===== config.mk =====
export PLATFORM = sky130hd
export DESIGN_NAME = boot_msg_parser
export DESIGN_NICKNAME = d
export VERILOG_FILES = /design/src/rtl/boot_msg_pkg.sv /design/src/rtl/boot_msg_fsm.sv /design/src/rtl/boot_msg_gate.sv /design/src/rtl/boot_msg_parser.sv
export SDC_FILE = /design/constraint.sdc
export NUM_CORES = 1
export LEC_CHECK = 0
export CAP_MARGIN = 20
export CORE_MARGIN = 1
export CORE_UTILIZATION = 30
export CTS_CLUSTER_DIAMETER = 60
export DETAILED_ROUTE_END_ITERATION = 16
export PLACE_DENSITY = 0.52
export SYNTH_ARGS = -nofsm -noshare
export SYNTH_HDL_FRONTEND = slang
export SYNTH_SLANG_ARGS = --single-unit

===== constraint.sdc =====
create_clock -name clk -period 4.5 [get_ports clk]
set_input_delay 0.9 -clock clk [delete_from_list [all_inputs] [get_ports clk]]
set_output_delay 0.9 -clock clk [all_outputs]
set_load 0.01 [all_outputs]

===== src/rtl/boot_msg_pkg.sv =====
// Shared constants and parser state encoding for the boot record decoder.
package boot_msg_pkg;
    localparam logic [7:0]  TYPE_WRITE = 8'h01;
    localparam logic [7:0]  TYPE_NOP   = 8'h03;
    localparam logic [15:0] HDR_BYTES  = 16'd3;

    typedef enum logic [2:0] {
        ST_TYPE,
        ST_LEN_H,
        ST_LEN_L,
        ST_CHIP,
        ST_ADR_H,
        ST_ADR_L,
        ST_DATA,
        ST_HALT
    } parse_st_t;
endpackage


===== src/rtl/boot_msg_fsm.sv =====
// Header parser: walks type, length, chip and subaddress bytes and emits one
// combinational beat per payload byte.
// Assumes the input stream has no backpressure beyond in_ready, which falls only
// once parsing has stopped.
module boot_msg_fsm
    import boot_msg_pkg::*;
(
    input  logic        clk,
    input  logic        rst_n,
    input  logic        in_valid,
    input  logic [7:0]  in_data,
    input  logic        in_end,
    output logic        in_ready,
    output logic        beat,
    output logic [7:0]  beat_chip,
    output logic [15:0] beat_addr,
    output logic [15:0] beat_idx,
    output logic [7:0]  beat_data,
    output logic        beat_last,
    output logic        done,
    output logic        error
);
    parse_st_t   st;
    logic [7:0]  len_hi;
    logic [15:0] rem;
    logic [15:0] idx;
    logic [7:0]  chip;
    logic [15:0] addr;
    logic        accept;
    logic [15:0] len_full;

    // Handshake and payload beat decode
    always_comb begin
        in_ready  = !done;
        accept    = in_valid && in_ready;
        len_full  = {len_hi, in_data};
        beat      = accept && (st == ST_DATA);
        beat_chip = chip;
        beat_addr = addr;
        beat_idx  = idx;
        beat_data = in_data;
        beat_last = (rem == 16'd1);
    end

    // Parser state, header fields and payload counters
    always_ff @(posedge clk) begin
        if (!rst_n) begin
            st     <= ST_TYPE;
            len_hi <= '0;
            rem    <= '0;
            idx    <= '0;
            chip   <= '0;
            addr   <= '0;
            done   <= 1'b0;
            error  <= 1'b0;
        end else if (accept) begin
            case (st)
                ST_TYPE: begin
                    if (in_data == TYPE_WRITE) begin
                        st <= ST_LEN_H;
                    end else if (in_data != TYPE_NOP) begin
                        done  <= 1'b1;
                        error <= 1'b1;
                        st    <= ST_HALT;
                    end
                end
                ST_LEN_H: begin
                    len_hi <= in_data;
                    st     <= ST_LEN_L;
                end
                ST_LEN_L: begin
                    if (len_full < HDR_BYTES) begin
                        done  <= 1'b1;
                        error <= 1'b1;
                        st    <= ST_HALT;
                    end else begin
                        rem <= len_full - HDR_BYTES;
                        st  <= ST_CHIP;
                    end
                end
                ST_CHIP: begin
                    chip <= in_data;
                    st   <= ST_ADR_H;
                end
                ST_ADR_H: begin
                    addr[15:8] <= in_data;
                    st         <= ST_ADR_L;
                end
                ST_ADR_L: begin
                    addr[7:0] <= in_data;
                    idx       <= '0;
                    st        <= (rem == 16'd0) ? ST_TYPE : ST_DATA;
                end
                ST_DATA: begin
                    idx <= idx + 16'd1;
                    rem <= rem - 16'd1;
                    if (rem == 16'd1) st <= ST_TYPE;
                end
                default: ;
            endcase
        end else if (in_end && !in_valid && !done) begin
            done  <= 1'b1;
            error <= (st != ST_TYPE);
            st    <= ST_HALT;
        end
    end
endmodule


===== src/rtl/boot_msg_gate.sv =====
// Output stage: tracks the port-write enable flag from control register writes,
// drops interface register writes while it is clear, and registers the request.
// Assumes each payload beat lasts one cycle.
module boot_msg_gate #(
    parameter logic [7:0]  LOCAL_CHIP = 8'h00,
    parameter logic [15:0] CTRL_ADDR  = 16'h081C,
    parameter logic [15:0] IFACE_ADDR = 16'h0800,
    parameter int          EN_BYTE    = 1,
    parameter int          EN_BIT     = 6
) (
    input  logic        clk,
    input  logic        rst_n,
    input  logic        beat,
    input  logic [7:0]  beat_chip,
    input  logic [15:0] beat_addr,
    input  logic [15:0] beat_idx,
    input  logic [7:0]  beat_data,
    input  logic        beat_last,
    output logic        wr_valid,
    output logic [7:0]  wr_chip,
    output logic [15:0] wr_addr,
    output logic [15:0] wr_idx,
    output logic [7:0]  wr_data,
    output logic        wr_last,
    output logic        iface_en
);
    localparam logic [15:0] EN_IDX = 16'(EN_BYTE);

    logic local_hit;
    logic ctrl_hit;
    logic iface_hit;
    logic pass;

    // Target classification of the current beat
    always_comb begin
        local_hit = (beat_chip == LOCAL_CHIP);
        ctrl_hit  = local_hit && (beat_addr == CTRL_ADDR) && (beat_idx == EN_IDX);
        iface_hit = local_hit && (beat_addr == IFACE_ADDR);
        pass      = beat && (!iface_hit || iface_en);
    end

    // Enable flag update from the control register byte
    always_ff @(posedge clk) begin
        if (!rst_n) begin
            iface_en <= 1'b0;
        end else if (beat && ctrl_hit) begin
            iface_en <= beat_data[EN_BIT];
        end
    end

    // Registered write request
    always_ff @(posedge clk) begin
        if (!rst_n) begin
            wr_valid <= 1'b0;
            wr_chip  <= '0;
            wr_addr  <= '0;
            wr_idx   <= '0;
            wr_data  <= '0;
            wr_last  <= 1'b0;
        end else begin
            wr_valid <= pass;
            wr_last  <= pass && beat_last;
            if (pass) begin
                wr_chip <= beat_chip;
                wr_addr <= beat_addr;
                wr_idx  <= beat_idx;
                wr_data <= beat_data;
            end
        end
    end
endmodule


===== src/rtl/boot_msg_parser.sv =====
// Top: decodes a boot record byte stream into gated single-byte write requests.
// Assumes a reader that presents bytes in memory order from address 0.
module boot_msg_parser #(
    parameter logic [7:0]  LOCAL_CHIP = 8'h00,
    parameter logic [15:0] CTRL_ADDR  = 16'h081C,
    parameter logic [15:0] IFACE_ADDR = 16'h0800,
    parameter int          EN_BYTE    = 1,
    parameter int          EN_BIT     = 6
) (
    input  logic        clk,
    input  logic        rst_n,
    input  logic        in_valid,
    input  logic [7:0]  in_data,
    input  logic        in_end,
    output logic        in_ready,
    output logic        wr_valid,
    output logic [7:0]  wr_chip,
    output logic [15:0] wr_addr,
    output logic [15:0] wr_idx,
    output logic [7:0]  wr_data,
    output logic        wr_last,
    output logic        iface_en,
    output logic        done,
    output logic        error
);
    logic        beat;
    logic [7:0]  beat_chip;
    logic [15:0] beat_addr;
    logic [15:0] beat_idx;
    logic [7:0]  beat_data;
    logic        beat_last;

    boot_msg_fsm u_fsm (
        .clk       (clk),
        .rst_n     (rst_n),
        .in_valid  (in_valid),
        .in_data   (in_data),
        .in_end    (in_end),
        .in_ready  (in_ready),
        .beat      (beat),
        .beat_chip (beat_chip),
        .beat_addr (beat_addr),
        .beat_idx  (beat_idx),
        .beat_data (beat_data),
        .beat_last (beat_last),
        .done      (done),
        .error     (error)
    );

    boot_msg_gate #(
        .LOCAL_CHIP (LOCAL_CHIP),
        .CTRL_ADDR  (CTRL_ADDR),
        .IFACE_ADDR (IFACE_ADDR),
        .EN_BYTE    (EN_BYTE),
        .EN_BIT     (EN_BIT)
    ) u_gate (
        .clk       (clk),
        .rst_n     (rst_n),
        .beat      (beat),
        .beat_chip (beat_chip),
        .beat_addr (beat_addr),
        .beat_idx  (beat_idx),
        .beat_data (beat_data),
        .beat_last (beat_last),
        .wr_valid  (wr_valid),
        .wr_chip   (wr_chip),
        .wr_addr   (wr_addr),
        .wr_idx    (wr_idx),
        .wr_data   (wr_data),
        .wr_last   (wr_last),
        .iface_en  (iface_en)
    );
endmodule


# [Yosys cells after proc, flatten, opt, wreduce, memory -nomap -nowiden]
# Cells that the tools add are included.
[totals] register_bits=120 output_inout_bits=54 wordCells=88
[op_classes] n_addsub=3 order_cmp=1 eq_ne=20 muxes=19 reduce_logical=29
[ops] operator="$pmux W16 S2" count=2
[ops] operator="$eq A16 B1 Y1 const B" count=2
[ops] operator="$eq A16 B12 Y1 const B" count=2
[ops] operator="$mux W3" count=7
[ops] operator="$pmux W3 S7" count=1
[ops] operator="$add A16 B1 Y16 const B" count=1
[ops] operator="$logic_not A16 Y1" count=1
[ops] operator="$lt A16 B2 Y1 const B" count=1
[ops] operator="$mux W16" count=1
[ops] operator="$sub A16 B1 Y16 const B" count=1
[ops] operator="$sub A16 B2 Y16 const B" count=1
[ops] operator="$ne A3 B3 Y1 const B" count=4
[ops] operator="$logic_and A1 B1 Y1" count=10
[ops] operator="$reduce_and A2 Y1" count=5
[ops] operator="$eq A3 B3 Y1 const B" count=3
[ops] operator="$eq A8 B1 Y1 const B" count=1
[ops] operator="$logic_not A8 Y1" count=1
[ops] operator="$ne A8 B2 Y1 const B" count=1
[ops] operator="$ne A8 B8 Y1 const B" count=1
[ops] operator="$mux W1" count=7
[ops] operator="$eq A3 B2 Y1 const B" count=2
[ops] operator="$reduce_bool A2 Y1" count=3
[ops] operator="$reduce_and A5 Y1" count=1
[ops] operator="$ne A4 B4 Y1 const B" count=1
[ops] operator="other kinds (10)" count=12

# [Depth between registers and ports, before layout]
# Gate-level depths: netlist of run 1.
[logic_depth] depth_word=6 mapped_depth=8

# [By module]
# A second synthesis of run 1 with hierarchy kept.
[unflattened] cells_unflattened=687 area_unflattened_um2=5944.5
[by_module_without_submodules] mod="boot_msg_fsm" n_inst=1 cells_each=451 area_each_um2=3758.6 seq_area_each_um2=1381.3
[by_module_without_submodules] mod="boot_msg_gate" n_inst=1 cells_each=236 area_each_um2=2185.8 seq_area_each_um2=1021.0

# [Least setup slack after synthesis of run 1]
# OpenSTA, ideal clock, no wires.
[synth_path] kind="input -> register" from="input port in_data[3]" to="register u_fsm.rem[0]" setup_time_ps=131 arrival_ps=2588 required_ps=4369 setup_slack_ps=1781 cell_stages=8 path_buffers=3 path_cell_list="buf_2 or4_1 or2_1 buf_6 o31a_1 buf_2 a21oi_1 a21oi_2"
[synth_via] elab_chain_cells=3
[synth_rtl] item="start: declaration" line="boot_msg_parser.sv:13" rtl="input logic [7:0] in_data,"
[synth_rtl] item="$lt A16 B2 Y1" line="boot_msg_fsm.sv:72" rtl="if (len_full < HDR_BYTES) begin"
[synth_rtl] item="$ne A2 B2 Y1 (no source line)"
[synth_rtl] item="$reduce_and A3 Y1 (no source line)"
[synth_rtl] item="end signal: assignment" line="boot_msg_fsm.sv:77" rtl="rem <= len_full - HDR_BYTES;"
[synth_rtl] item="end signal: assignment" line="boot_msg_fsm.sv:96" rtl="rem <= rem - 16'd1;"
[synth_rtl] item="end: declaration" line="boot_msg_fsm.sv:25" rtl="logic [15:0] rem;"
# No other way between the ends.
# A chain may end at the register's enable or synchronous reset.

# [Worst setup path in the final report of run 1]
[layout_path] from="input port in_data[2]" to="register u_fsm.rem[9]"
[layout_via] elab_chain_cells=3
[layout_rtl] item="$sub A16 B2 Y16 or $lt A16 B2 Y1 (tied branches)" line="boot_msg_fsm.sv:77, boot_msg_fsm.sv:72"
[layout_rtl] item="$mux W16 or $ne A2 B2 Y1 (tied branches)"
[layout_rtl] item="$pmux W16 S2 or $reduce_and A3 Y1 (tied branches)"
# Parallel ways exist; a longest one is shown, timed or not. The select of a mux whose other input is x is not followed.

==> results of run 1 <==
layout make-up:
type	count	area, um^2
fillers	1929	11600
multi-input cells	510	3110
flip-flops and latches	120	2400
repair buffers	74	728
clock buffers	18	429
well taps	234	293
clock inverters	14	128
inverters	9	33.8
state kept, by name (all words and copies together), names as in the netlist:
name,flops
u_gate.iface_en,1
u_fsm.beat_addr,16
u_fsm.rem,16
u_gate.wr_valid,1
u_gate.wr_chip,8
u_gate.wr_data,8
u_fsm.done,1
u_fsm.len_hi,8
u_fsm.beat_chip,8
u_fsm.beat_idx,16
u_fsm.error,1
u_gate.wr_addr,16
u_fsm.st,3
u_gate.wr_last,1
u_gate.wr_idx,16
stage by stage:
stage / utilization [%] / worst slack, ns
after CTS: 38.0 / 1.06
after detailed placement: 35.0 / 0.605
final: 38.0 / 1.01
after floorplan: - / 1.78
after global routing: 38.0 / 0.858
after global placement: 35.0 / 0.679
where the power goes:
group	total [W]	switching [W]	internal [W]
logic	0.000335	0.000208	0.000127
registers	0.00113	0.0000404	0.00109
clock network	0.00128	0.000517	0.000760
total	0.00274	0.000765	0.00198
worst min-delay path, stage by stage, from the launching register on:
cell,delay (ns)
sky130_fd_sc_hd__dfxtp_1,0.31
sky130_fd_sc_hd__nand2_1,0.05
sky130_fd_sc_hd__mux2i_1,0.05
Yosys cell counts, drive strengths merged (7+ instances only):
| cell | n | area, um^2 |
|---|---|---|
| dfxtp | 120 | 2400 |
| nor4 | 17 | 113 |
| nand3 | 8 | 40.0 |
| mux2i | 67 | 671 |
| o21ai | 24 | 120 |
| ha | 7 | 87.6 |
| a21oi | 40 | 208 |
| inv | 9 | 33.8 |
| a311oi | 7 | 61.3 |
| or3 | 7 | 43.8 |
| or4 | 8 | 60.1 |
| buf | 14 | 87.6 |
| nand2 | 140 | 526 |
| nor3 | 24 | 125 |
| clkbuf | 41 | 154 |
| nor2 | 59 | 221 |
final timing paths:
kind,start,endpoint,slack (ns),cells after the start
min,u_gate.wr_addr[11],u_gate.wr_addr[11],0.46,2
min reg2reg,u_gate.wr_addr[11],u_gate.wr_addr[11],0.46,2
max,in_data[2],u_fsm.rem[9],1.01,6
max reg2reg,u_fsm.st[2],u_fsm.beat_idx[14],1.68,6
per-layer routing:
layer / routed length (um) / global-route usage, % / share of wire [%]
met1: 7870 / 22.1 / 50
met5: 0 / 0 / 0
met4: 200 / 6.24 / 1.3
met2: 7150 / 26.5 / 45
met3: 678 / 3.70 / 4.3
cells by family (layout without fill, tap and decap cells):
group | after synthesis | after routing | synth area share (%)
AO/OA/AOI/OAI | 124 | 124 | 14.4
XOR/XNOR | 12 | 12 | 1.82
adder cells (fa/ha/maj) | 7 | 7 | 1.52
buffers and inverters | 64 | 115 | 4.77
flip-flops | 120 | 120 | 41.6
multiplexers | 70 | 70 | 12.2
AND/OR/NAND/NOR | 297 | 297 | 23.7
cell usage in the layout, fill, tap and decap left out, drive strengths merged, types with 8 or more instances in the layout:
master           n
clkbuf          18
o21ai           24
nor3            24
nand3            8
mux2i           67
a21oi           40
nor2            59
inv             11
nor4            17
or4              8
nand2          140
clkdlybuf4s50   64
buf             10
dfxtp          120
==> run summary, run 1 <==
- Mapped Nets: 713
- vias per std cell: 5.24
- total DRC errors in the routed layout: 0
- FMAX: 0.287 GHz
- Most used DFF post-synth: sky130_fd_sc_hd__dfxtp_1
- clock-pin slew on the worst setup and hold paths: 0.06 ns
- initial antenna violation count: 0
- clock net sink count: 120
- total wire length: 15,900 um
- NumNets Final: 751
- Core Rows: 50
- height of the chip: 141 um
- GRT Total Usage: 16.7%
- Worst Max-Slew Pin Slew: 1.07 ns
- count of max-cap constraint violations: 0
- number of design-rule violations left by the first detailed-router iteration: 281
- final period utilization: 77.5%
- clock root buffer: sky130_fd_sc_hd__clkbuf_16
- final HPWL from detailed placement: 10,800 um
- worst path bufs/invs: 1
- wire length of the first global-routing pass: 26,100 um
- Max transition margin: 28.7%
- count of flip-flops with a built-in enable after synthesis: 0
- sum of negative setup slack: 0 ns
- arrival time of data at the critical path endpoint: 3.79 ns
- part of the Yosys area used for sequential elements: 41.6%
- Cell Area, Synth: 5780 um^2
- number of buffer cells added on primary ports: 65
- overall via count from detail_route: 5,129
- share of synthesized flip-flops with an asynchronous set or reset: 0%
- H-tree depth: 4
- DP Area: 6570 um^2
- overflow left after global routing: 0
- leakage power figure: 2.44 nW
- delay-heaviest family, CP: simple AND/OR/NAND/NOR gates
- Worst EP required: 4.81 ns
- Ys Warns: 0
- floorplan core area: 18,800 um^2
- Cell Count Post-Placement: 947
- Pwr Density: 385 nW/um^2
- largest net degree at the start of global routing: 106
- time the final worst path needs with I/O delays and setup: 3.49 ns
- TritonCTS clock tree: yes
- worst clock skew: 0.00803 ns
- number of gates resized after CTS: 0
- effective utilization at floorplan: 30.8%
- Crit Path Category: input pin to flip-flop
- maximum clock path buffer count: 2
- final weighted congestion of routability-driven global placement: 0.778
- Max FO, Critical Path: 17
- Routed wire per std cell: 16.2 um
- count of hold buffers inserted by post-cts repair: 0
- number of synthesized register bits: 120
- area growth from synthesis to layout: 23.4%
- count of final hold-check violations: 0
- Setup crit start kind: input pin
- synth unique cells: 63
- via count of the first global-routing pass: 4,965
- number of clock buffers inserted by TritonCTS: 17
- Die W: 141 um
- slowest library cell on the worst path: sky130_fd_sc_hd__or4_1
- I/O Pins: 66
- layout cell share with drive strength beyond 1: 8.32%
- DIE AREA: 19,800 um^2
- Max rail drop VDD: 0.000328 V
- number of instances in the synthesized netlist: 694
- WHS: 0.457 ns
- Max Transition Viols Final: 0
- Setup-failing EPs final: 0
- router iterations before antenna repair: 6
- post-route cell area: 7130 um^2
- slowest cell delay on critical path: 0.77 ns
- cell chain of the critical path: clkdlybuf4s50_1 > or4_1 > or2_1 > o31ai_4 > a21oi_1 > o221a_2
- Critical Path End Type: flip-flop
- path class of the lowest-slack min-delay path: flip-flop to flip-flop
- remaining number of nets flagged by the antenna check after routing: 0
- final standard cell count with taps included and fillers excluded: 979
- synthesized area per cell: 8.32 um^2
- final total power: 0.00274 W
- result of the run: finished clean
- number of buffers inserted to repair setup after CTS: 0
- antenna fix cells: 0
- clock latency reported for the late side of the worst-skew pair: 0.42 ns
- RSZ-0062 raised after global routing: false
Note: power is estimated with default switching activity, not from simulation.
==> inputs of run 2 (changes only) <==
- clock period: 4.5 -> 3.3 ns (I/O delays scaled with it)
==> run 2 against run 1 <==
  * Sequential power rose by 36%
  * Core utilization increased by 0.95 points
  * Largest power group unchanged
  * Combinational power rose by 43%
  * Flip-flop and latch count is the same
  * Critical endpoint is now u_fsm.rem[3]
==> run summary, run 2 (same netlist as run 1, synthesis figures left out) <==
- floorplan core area: 18,800 um^2, unchanged
- Worst Max-Slew Pin Slew: 0.752 ns, -0.318 ns
- Pwr Density: 542 nW/um^2, +41%
- # fillers: 1,905, -1.2%
- height of the chip: 141 um, unchanged
- router iterations before antenna repair: 5, -1
- path class of the lowest-slack min-delay path: flip-flop to flip-flop
- remaining number of nets flagged by the antenna check after routing: 0, unchanged
- Max transition margin: 49.5%, +21 points
- overall via count from detail_route: 5,220, +1.8%
- Max rail drop VDD: 0.000370 V, +13%
- antenna fix cells: 0, unchanged
- TritonCTS clock tree: yes
- vias per std cell: 5.25, +0.14%
- time the final worst path needs with I/O delays and setup: 2.67 ns
- Setup crit end: u_fsm.rem[3]
- clock root buffer: sky130_fd_sc_hd__clkbuf_16
- Routed wire per std cell: 16.2 um, -0.24%
- final period utilization: 80.9%
- number of buffers inserted to repair setup after CTS: 0, unchanged
- start point of the critical path: in_data[0]
- flip-flop and latch area: 2400 um^2, unchanged
- arrival time of data at the critical path endpoint: 3.01 ns, -0.78 ns
- worst clock skew: 0.00979 ns, +0.00176 ns
- RSZ-0062 raised after global routing: false
- NumNets Final: 767, +2.1%
- layout cell share with drive strength beyond 1: 10.4%, +2.1 points
- Critical Path End Type: flip-flop
- maximum clock path buffer count: 2, unchanged
- initial antenna violation count: 0, unchanged
- area occupied by multi-input gates: 3110 um^2, unchanged
- DIE AREA: 19,800 um^2, unchanged
- largest net degree at the start of global routing: 68, -36%
- clock latency reported for the late side of the worst-skew pair: 0.43 ns, about the same
- Crit Path Category: input pin to flip-flop
- via count of the first global-routing pass: 4,975, +0.20%
- result of the run: finished clean
- worst r2r src: u_fsm.rem[0]
- final HPWL from detailed placement: 10,800 um, -0.37%
- Core Rows: 50, unchanged
- total DRC errors in the routed layout: 0, unchanged
- most frequent cells in the layout: 140 x sky130_fd_sc_hd__nand2_1, 120 x sky130_fd_sc_hd__dfxtp_1, 67 x sky130_fd_sc_hd__mux2i_1
- final weighted congestion of routability-driven global placement: 0.828, +6.4%
- H-tree depth: 4, unchanged
- Max Transition Viols Final: 0, unchanged
- number of clock buffers inserted by TritonCTS: 17, unchanged
- GRT Total Usage: 17.2%, +0.48 points
- number of gates resized after CTS: 0, unchanged
- Max FO, Critical Path: 10, -7
- FMAX: 0.375 GHz
- count of max-cap constraint violations: 0, unchanged
- leakage power figure: 2.56 nW, +5.0%
- number of buffer cells added on primary ports: 65, unchanged
- Worst EP required: 3.65 ns, -1.16 ns
- count of final hold-check violations: 0, unchanged
- I/O Pins: 66, unchanged
- sum of negative setup slack: 0 ns, unchanged
- most common library cell in the layout ignoring fill and taps: sky130_fd_sc_hd__nand2_1
- count of hold buffers inserted by post-cts repair: 0, unchanged
- clock-pin slew on the worst setup and hold paths: 0.06 ns, about the same
- Die W: 141 um, unchanged
- register-to-register path setup slack: 0.84 ns, -0.84 ns
- number of design-rule violations left by the first detailed-router iteration: 371, +32%
- Critical R2R Capture: u_fsm.st[2]
- Cell Count Post-Placement: 963, +1.7%
- final standard cell count with taps included and fillers excluded: 995, +1.6%
- area growth from synthesis to layout: 26.5%
- clock net sink count: 120, unchanged
- wire length of the first global-routing pass: 26,300 um, +1.1%
- total wire length: 16,100 um, +1.4%
- worst r2r path cells: 6, unchanged
- Setup crit start kind: input pin
- overflow left after global routing: 0, unchanged
- effective utilization at floorplan: 30.8%, unchanged
- Setup-failing EPs final: 0, unchanged
-- run 2: changes by cell type in the layout (fill, tap and decap cells not counted), sizes merged --
cell,delta
buf,+16
clkinvlp,-5
inv,+4
bufinv,+2
clkbuf,-1
-- run 2: worst max-delay path: stages --
cell	delay (ns)
sky130_fd_sc_hd__clkdlybuf4s50_1	0.43
sky130_fd_sc_hd__ha_1	0.23
sky130_fd_sc_hd__or3_1	0.34
sky130_fd_sc_hd__or2_1	0.33
sky130_fd_sc_hd__o31ai_4	0.52
sky130_fd_sc_hd__buf_4	0.26
sky130_fd_sc_hd__o21ai_0	0.10
sky130_fd_sc_hd__a21oi_1	0.15
-- run 2: final cells by class --
cell class                      count  area share [%]
Clock inverter                     15            2.59
Tap cell                          234            4.01
Multi-Input combinational cell    510            42.6
Timing Repair Buffer               90            11.6
Clock buffer                       17            5.82
Sequential cell                   120            32.9
Inverter                            9           0.463
-- run 2: per-layer routing --
layer	GRT usage [%]	vias to the layer above	part of all wire (%)	routed length, um
met5	0	-	0	0
met4	5.72	0	0.91	146
met3	4.69	10	4.6	740
met2	26.9	136	45	7280
met1	22.7	2488	49	7940
li1	-	2586	-	-
-- run 2: how the worst min path moves through the flow --
stage,startpoint,to,depth (start not counted)
finish,u_gate.wr_idx[8],u_gate.wr_idx[8],2
global route,u_gate.wr_idx[2],u_gate.wr_idx[2],2
CTS,u_gate.wr_idx[8],u_gate.wr_idx[8],2
detailed placement,u_gate.wr_idx[8],u_gate.wr_idx[8],2
global placement,u_gate.wr_idx[10],u_gate.wr_idx[10],2
floorplan,u_fsm.beat_addr[13],u_gate.wr_addr[13],2
-- run 2: metrics by stage --
stage | hold slack, ns | area [um^2] | power [W] | util, % | worst slack (ns)
floorplan | 0.444 | 5780 | 0.00189 | - | 0.821
global placement | 0.444 | 6690 | 0.00203 | 35.6 | 0.268
detailed placement | 0.448 | 6690 | 0.00204 | 35.6 | 0.217
CTS | 0.460 | 7300 | 0.00399 | 38.9 | 0.660
global route | 0.482 | 7300 | 0.00412 | 38.9 | 0.502
finish | 0.455 | 7300 | 0.00396 | 38.9 | 0.631
-- run 2: power by group --
group | leakage [nW] | total (W) | internal, W | switching, W
Combinational | 1.29 | 0.000480 | 0.000188 | 0.000292
Sequential | 0.969 | 0.00154 | 0.00149 | 0.0000545
Clock | 0.301 | 0.00194 | 0.00120 | 0.000736
Total | 2.56 | 0.00396 | 0.00288 | 0.00108
